[config.mk]
export PLATFORM = sky130hd
export DESIGN_NAME = pwm_ci_latch
export DESIGN_NICKNAME = d
export VERILOG_FILES = /design/src/rtl/pwm_ci_pkg.sv /design/src/rtl/ci_src_cond.sv /design/src/rtl/ci_qual_sel.sv /design/src/rtl/ci_term_sel.sv /design/src/rtl/pwm_ci_latch.sv
export SDC_FILE = /design/constraint.sdc
export NUM_CORES = 1
export LEC_CHECK = 0
export BUFFER_PORTS_ARGS = -buffer_cell sky130_fd_sc_hd__buf_2
export CORE_UTILIZATION = 30
export CTS_CLUSTER_DIAMETER = 60
export DETAILED_ROUTE_END_ITERATION = 10
export PLACE_DENSITY_LB_ADDON = 0.25
export SLEW_MARGIN = 0
export SYNTH_ARGS = -nofsm -noshare
export SYNTH_HDL_FRONTEND = slang
export SYNTH_SLANG_ARGS = --single-unit
export TNS_END_PERCENT = 100
[constraint.sdc]
create_clock -name clk -period 2.7 [get_ports clk]
set_clock_uncertainty 0.15 [all_clocks]
set_input_delay 0.135 -clock clk [delete_from_list [all_inputs] [get_ports clk]]
set_output_delay 0.135 -clock clk [all_outputs]
set_load 0.02 [all_outputs]
[src/rtl/pwm_ci_pkg.sv]
package pwm_ci_pkg;

    localparam int CFG_W = 16;
    localparam int SRC_N = 32;
    localparam int SEL_W = $clog2(SRC_N);
    localparam int ALT_N = 3;

    typedef struct packed {
        logic             tsd;      // 1: terminate immediately
        logic [2:0]       term;     // termination selector
        logic             aqps;     // qualifier inversion
        logic [2:0]       aqss;     // qualifier selector
        logic             swterm;   // write-one software terminate
        logic             psync;    // resample source on end-of-cycle
        logic             pps;      // source inversion
        logic [SEL_W-1:0] pss;      // source line selector
    } ci_cfg_t;

    typedef enum logic [2:0] {
        Q_FORCE = 3'd0,
        Q_DUTY  = 3'd1,
        Q_LEB   = 3'd2,
        Q_TRIG  = 3'd3,
        Q_ALT0  = 3'd4,
        Q_ALT1  = 3'd5,
        Q_ALT2  = 3'd6,
        Q_SOFT  = 3'd7
    } qual_sel_e;

    typedef enum logic [2:0] {
        T_MANUAL = 3'd0,
        T_AUTO   = 3'd1,
        T_TRIGA  = 3'd2,
        T_TRIGB  = 3'd3,
        T_TRIGC  = 3'd4,
        T_ALT0   = 3'd5,
        T_ALT1   = 3'd6,
        T_ALT2   = 3'd7
    } term_sel_e;

endpackage

[src/rtl/ci_src_cond.sv]
module ci_src_cond
    import pwm_ci_pkg::*;
#(
    parameter int          N         = SRC_N,
    parameter logic [N-1:0] RSVD_MASK = '0,
    localparam int         SW        = $clog2(N)
) (
    input  logic          clk,
    input  logic          rst,
    input  logic [N-1:0]  src_bus,
    input  logic [SW-1:0] sel,
    input  logic          inv,
    input  logic          sync,
    input  logic          eoc,
    output logic          cond,
    output logic          fall
);

    logic raw, pol, src_s, src_d;

    assign raw  = src_bus[sel] & ~RSVD_MASK[sel];
    assign pol  = raw ^ inv;
    assign cond = sync ? src_s : pol;
    assign fall = src_d & ~cond;

    always_ff @(posedge clk) begin
        if (rst) begin
            src_s <= 1'b0;
            src_d <= 1'b0;
        end else begin
            if (eoc) src_s <= pol;
            src_d <= cond;
        end
    end

    // in resampled mode the source cannot move between end-of-cycle strobes
    p_sync_hold_r4: assert property (@(posedge clk) disable iff (rst)
        (sync && !eoc) |=> (!sync || $stable(cond)));

endmodule

[src/rtl/ci_qual_sel.sv]
module ci_qual_sel
    import pwm_ci_pkg::*;
(
    input  qual_sel_e        sel,
    input  logic             inv,
    input  logic             duty_act,
    input  logic             leb_act,
    input  logic             gen_trig,
    input  logic [ALT_N-1:0] alt_q,
    input  logic             sw_qual,
    output logic             qual
);

    logic q_raw;

    always_comb begin
        unique case (sel)
            Q_FORCE: q_raw = 1'b1;
            Q_DUTY:  q_raw = duty_act;
            Q_LEB:   q_raw = leb_act;
            Q_TRIG:  q_raw = gen_trig;
            Q_ALT0:  q_raw = alt_q[0];
            Q_ALT1:  q_raw = alt_q[1];
            Q_ALT2:  q_raw = alt_q[2];
            Q_SOFT:  q_raw = sw_qual;
            default: q_raw = 1'b0;
        endcase
    end

    assign qual = q_raw ^ inv;

endmodule

[src/rtl/ci_term_sel.sv]
module ci_term_sel
    import pwm_ci_pkg::*;
(
    input  term_sel_e        sel,
    input  logic             fall,
    input  logic             trig_a,
    input  logic             trig_b,
    input  logic             trig_c,
    input  logic [ALT_N-1:0] alt_t,
    output logic             evt
);

    always_comb begin
        unique case (sel)
            T_MANUAL: evt = 1'b0;
            T_AUTO:   evt = fall;
            T_TRIGA:  evt = trig_a;
            T_TRIGB:  evt = trig_b;
            T_TRIGC:  evt = trig_c;
            T_ALT0:   evt = alt_t[0];
            T_ALT1:   evt = alt_t[1];
            T_ALT2:   evt = alt_t[2];
            default:  evt = 1'b0;
        endcase
    end

endmodule

[src/rtl/pwm_ci_latch.sv]
module pwm_ci_latch
    import pwm_ci_pkg::*;
#(
    parameter logic [SRC_N-1:0] RSVD_MASK = 32'h4000_00F1
) (
    input  logic             clk,
    input  logic             rst,
    input  logic [SRC_N-1:0] src_bus,
    input  logic             duty_act,
    input  logic             leb_act,
    input  logic             gen_trig,
    input  logic [ALT_N-1:0] alt_q,
    input  logic             sw_qual,
    input  logic             trig_a,
    input  logic             trig_b,
    input  logic             trig_c,
    input  logic [ALT_N-1:0] alt_t,
    input  logic             eoc,
    input  logic             reg_we,
    input  logic [CFG_W-1:0] reg_wdata,
    output logic [CFG_W-1:0] reg_rdata,
    output logic             ci_active
);

    ci_cfg_t cfg;
    logic    sw_term_q;
    logic    cond, fall, qual, hw_evt;
    logic    term_evt, set, clr, pending;

    // control register; the software-terminate bit is not stored
    always_ff @(posedge clk) begin
        if (rst) begin
            cfg       <= '0;
            sw_term_q <= 1'b0;
        end else begin
            sw_term_q <= reg_we & reg_wdata[7];
            if (reg_we) begin
                cfg        <= ci_cfg_t'(reg_wdata);
                cfg.swterm <= 1'b0;
            end
        end
    end

    assign reg_rdata = cfg;

    ci_src_cond #(
        .N         (SRC_N),
        .RSVD_MASK (RSVD_MASK)
    ) u_src (
        .clk     (clk),
        .rst     (rst),
        .src_bus (src_bus),
        .sel     (cfg.pss),
        .inv     (cfg.pps),
        .sync    (cfg.psync),
        .eoc     (eoc),
        .cond    (cond),
        .fall    (fall)
    );

    ci_qual_sel u_qual (
        .sel      (qual_sel_e'(cfg.aqss)),
        .inv      (cfg.aqps),
        .duty_act (duty_act),
        .leb_act  (leb_act),
        .gen_trig (gen_trig),
        .alt_q    (alt_q),
        .sw_qual  (sw_qual),
        .qual     (qual)
    );

    ci_term_sel u_term (
        .sel    (term_sel_e'(cfg.term)),
        .fall   (fall),
        .trig_a (trig_a),
        .trig_b (trig_b),
        .trig_c (trig_c),
        .alt_t  (alt_t),
        .evt    (hw_evt)
    );

    assign term_evt = hw_evt | sw_term_q;
    assign set      = cond & qual;
    assign clr      = cfg.tsd ? (term_evt | pending)
                              : (eoc & (term_evt | pending));

    always_ff @(posedge clk) begin
        if (rst) begin
            ci_active <= 1'b0;
            pending   <= 1'b0;
        end else begin
            if (set)      ci_active <= 1'b1;
            else if (clr) ci_active <= 1'b0;
            if (clr)           pending <= 1'b0;
            else if (term_evt) pending <= 1'b1;
        end
    end

    // a qualified source always leaves the latch set
    p_set_wins_r7: assert property (@(posedge clk) disable iff (rst)
        set |=> ci_active);

    // immediate release when no set competes
    p_imm_clear_r10: assert property (@(posedge clk) disable iff (rst)
        (cfg.tsd && term_evt && !set) |=> !ci_active);

    // deferred mode never releases outside an end-of-cycle strobe
    p_defer_wait_r11: assert property (@(posedge clk) disable iff (rst)
        (!cfg.tsd && !eoc && ci_active) |=> ci_active);

    // a release consumes the pending termination
    p_pend_drop_r11: assert property (@(posedge clk) disable iff (rst)
        clr |=> !pending);

    // written value appears with the terminate bit dropped
    p_rdata_r12: assert property (@(posedge clk) disable iff (rst)
        reg_we |=> (reg_rdata == {$past(reg_wdata[15:8]), 1'b0, $past(reg_wdata[6:0])}));

endmodule

==> impl_results.md <==
* Status: completed
* Clk Latency, worst-skew pair at about 0.25 ns
* Fin crit period at 2.44 ns
* Clock transition at path regs at ~0.070 ns
* Hold Path Cell Cnt at 3
* Row cnt at 23
* Layout cells sized above 1 at 46.0%
* Vias at 1249
* CP peak stage delay at 0.49 ns
* Detailed Route Iter0 Violations at 48
* HPWL after DPL at 2.48 mm
* IO Port Bufs at 80
* Initial Utilization at between 30% and 40%
* Per-cell routed wire length at 12.3 um
* Reg2reg path depth at 7
* Class of the most critical setup path: reg2reg
* Most common cell after layout, fill and taps aside: buf_2
* Core area at 4060 um^2
* Post-CTS setup buffer count at 0
* Fillers at 388
* Cell family with most CP delay: simple AND/OR/NAND/NOR gates
* Largest net degree at the start of global routing at 23
* Crit path DAT at 2.46 ns
* Initial antenna violation count at 0
* Synth Register Bits at 21
* EDFF count, synth at 0
* Peak VDD IR at 225 uV
* Area of the multi-input gates at 764 um^2
* Gate power share at about 28%
* First-pass GRT wire length at 5.04 mm
* Net Count, Synth at 190
* Vias in the first global route at between 1000 and 1500
* Total track usage at 14.9%
* Final weighted congestion in routability-driven placement at approximately 0.75
* Area occupied by registers at around 420 um^2
* R2r startpoint: reg_rdata[2]$_SDFFE_PP0P_
* Net Switching at 212 uW
* H-tree depth at 1
* Slowest CP cell: or3b_2
* Clk root buf: clkbuf_8
* Worst R2R End: ci_active$_SDFFE_PP0P_
* Final-stage net count at 279
* DRT Pass-1 Iters at 4
* Worst hold path class: in2reg
* Sequential area share after synthesis at 32.8%
* Async SR Flop Fraction at 0%
* Final wirelength at ~3.2 mm
* Switching Fraction at 27.5%
* Hold Path Sink: reg_rdata[3]$_SDFFE_PP0P_
* Most used flip-flop cell after synthesis: dfxtp_1
* CTS tree: built
* Setup crit start kind: register
* CTS sink count at 21
* Unrepaired setup endpoints after global routing: no
* CP max FO at 13
* Area of the die at 4540 um^2
* Fin. max-slew vios at 0
* Crit-path cells: or3b_2 > o221ai_1 > a211oi_1 > or4_4 > a31o_2 > a31o_1 > o31ai_1
* Mapped Area at 1280 um^2
* Max-cap viol count at 0
* Synth unique cells at 40
* Avg Cell Area, Syn at 10.3 um^2
* Flop pwr share at 46.0%
* Critical path required time at 2.72 ns
* Pwr/cell area at approximately 410 nW/um^2
* Clk pwr share at between 20% and 30%
* I/O Pins at 82
* Tcrit/Tclk final at between 90% and 100%
* Hold_sp: reg_wdata[3]
* Final ANT Viol Nets at 0
* Overall power at ~770 uW
* Die width at 67.4 um
* Post-route DRC at 0
* Ant diodes at 0
* Yosys warns at 0
* Maximum root-to-sink buffer count at 2
* Final Hold Viols at 0
* Synth Instances at roughly 130
* Crit path buf inv count at 0
* Setup TNS at 0 ns
* Fmax at 410 MHz
* Static leakage at 0.000902 uW
* Syn-to-layout area delta at 45.2%
* Critical Path Sink Type: register
* Final setup fails at 0
* Most frequent cells in the layout: buf_2 (80), mux2i_1 (23), nor2_1 (23)
* Drt via density at 4.75
* DIE HEIGHT at between 60 and 70 um
* R2R Setup Slk at approximately 0.26 ns
* Int Power at between 500 and 600 uW
* Remaining Overflow, GRT at 0
* Cts bufs inserted at 3
==> kinds of logic after synthesis <==
group	share of synthesized area (%)
other cells	0.292
flops	32.8
buf+inv	7.61
mux	31.1
compound gates	10.3
xor+xnor	0.683
simple gates	17.2
==> cells in the mapped netlist, types with 3 or more instances <==
library cell,count,area [um^2]
mux2i_1,23,230
nor2_1,23,86.3
dfxtp_1,21,420
buf_4,5,37.5
a21oi_1,4,20.0
mux4_2,4,90.1
clkbuf_1,3,11.3
mux4_1,3,78.8
==> cell type report <==
type	count	share of cell area [%]
tap	50	3.36
inverter	3	0.672
clock buffer	4	2.42
timing repair buffer	95	29.8
multi-input combinational	90	41.1
sequential	21	22.6
==> layer usage <==
| metal | up-vias | global-route usage, % | wire length [um] |
|---|---|---|---|
| li1 | 639 | - | - |
| met1 | 574 | 19.7 | 1440 |
| met2 | 28 | 23.9 | 1620 |
| met3 | 8 | 3.21 | 91 |
| met4 | 0 | 5.32 | 83 |
| met5 | - | 0 | 0 |
==> state kept, by name, summed over array words and instances (netlist names), named ones only <==
name and count:
sw_term_q 1, ci_active 1, u_src.src_d 1, u_src.src_s 1
reg_rdata 15, pending 1
==> through the flow <==
stage | instances | setup slack, ns | hold slack [ns] | utilization, % | cell area, um^2
4_1_cts | 263 | 0.150 | 0.00684 | 45.9 | 1860
2_1_floorplan | 125 | 0.312 | 0.0757 | - | 1280
5_1_grt | 263 | 0.113 | 0.0260 | 45.9 | 1860
3_3_place_gp | 247 | 0.230 | 0.213 | 41.8 | 1700
3_5_place_dp | 247 | 0.182 | 0.211 | 41.8 | 1700
6_report | 263 | 0.263 | 0.0116 | 45.9 | 1860
==> what timing repair did <==
item,CTS,global route
gates resized for setup,0,1
setup endpoints to repair,0,1
hold endpoints to repair,12,0
hold buffers,12,0
==> worst min-delay path: cells and delay by family <==
kind / cells / cell delay, ns
buffers and inverters: 1 / 0.07
muxes: 1 / 0.09
and+or+nand+nor: 1 / 0.09
==> worst max path at each step <==
stage / start / to / slack, ns / cells after the start
final: reg_rdata[2]$_SDFFE_PP0P_ / ci_active$_SDFFE_PP0P_ / 0.26 / 7
after global placement: reg_rdata[0]$_SDFFE_PP0P_ / ci_active$_SDFFE_PP0P_ / 0.23 / 8
after detailed placement: reg_rdata[0]$_SDFFE_PP0P_ / ci_active$_SDFFE_PP0P_ / 0.18 / 7
after floorplan: reg_rdata[0]$_SDFFE_PP0P_ / ci_active$_SDFFE_PP0P_ / 0.31 / 8
after global routing: reg_rdata[2]$_SDFFE_PP0P_ / pending$_SDFFE_PP0P_ / 0.11 / 7
after CTS: reg_rdata[0]$_SDFFE_PP0P_ / ci_active$_SDFFE_PP0P_ / 0.15 / 7
==> power groups by stage <==
stage	sequential (uW)	clock, uW	combinational (uW)
after detailed placement	362	0	205
after global routing	358	221	240
after CTS	354	211	218
final	355	201	216
after global placement	361	0	204
after floorplan	371	0	120
Note: power is estimated with default switching activity, not from simulation.
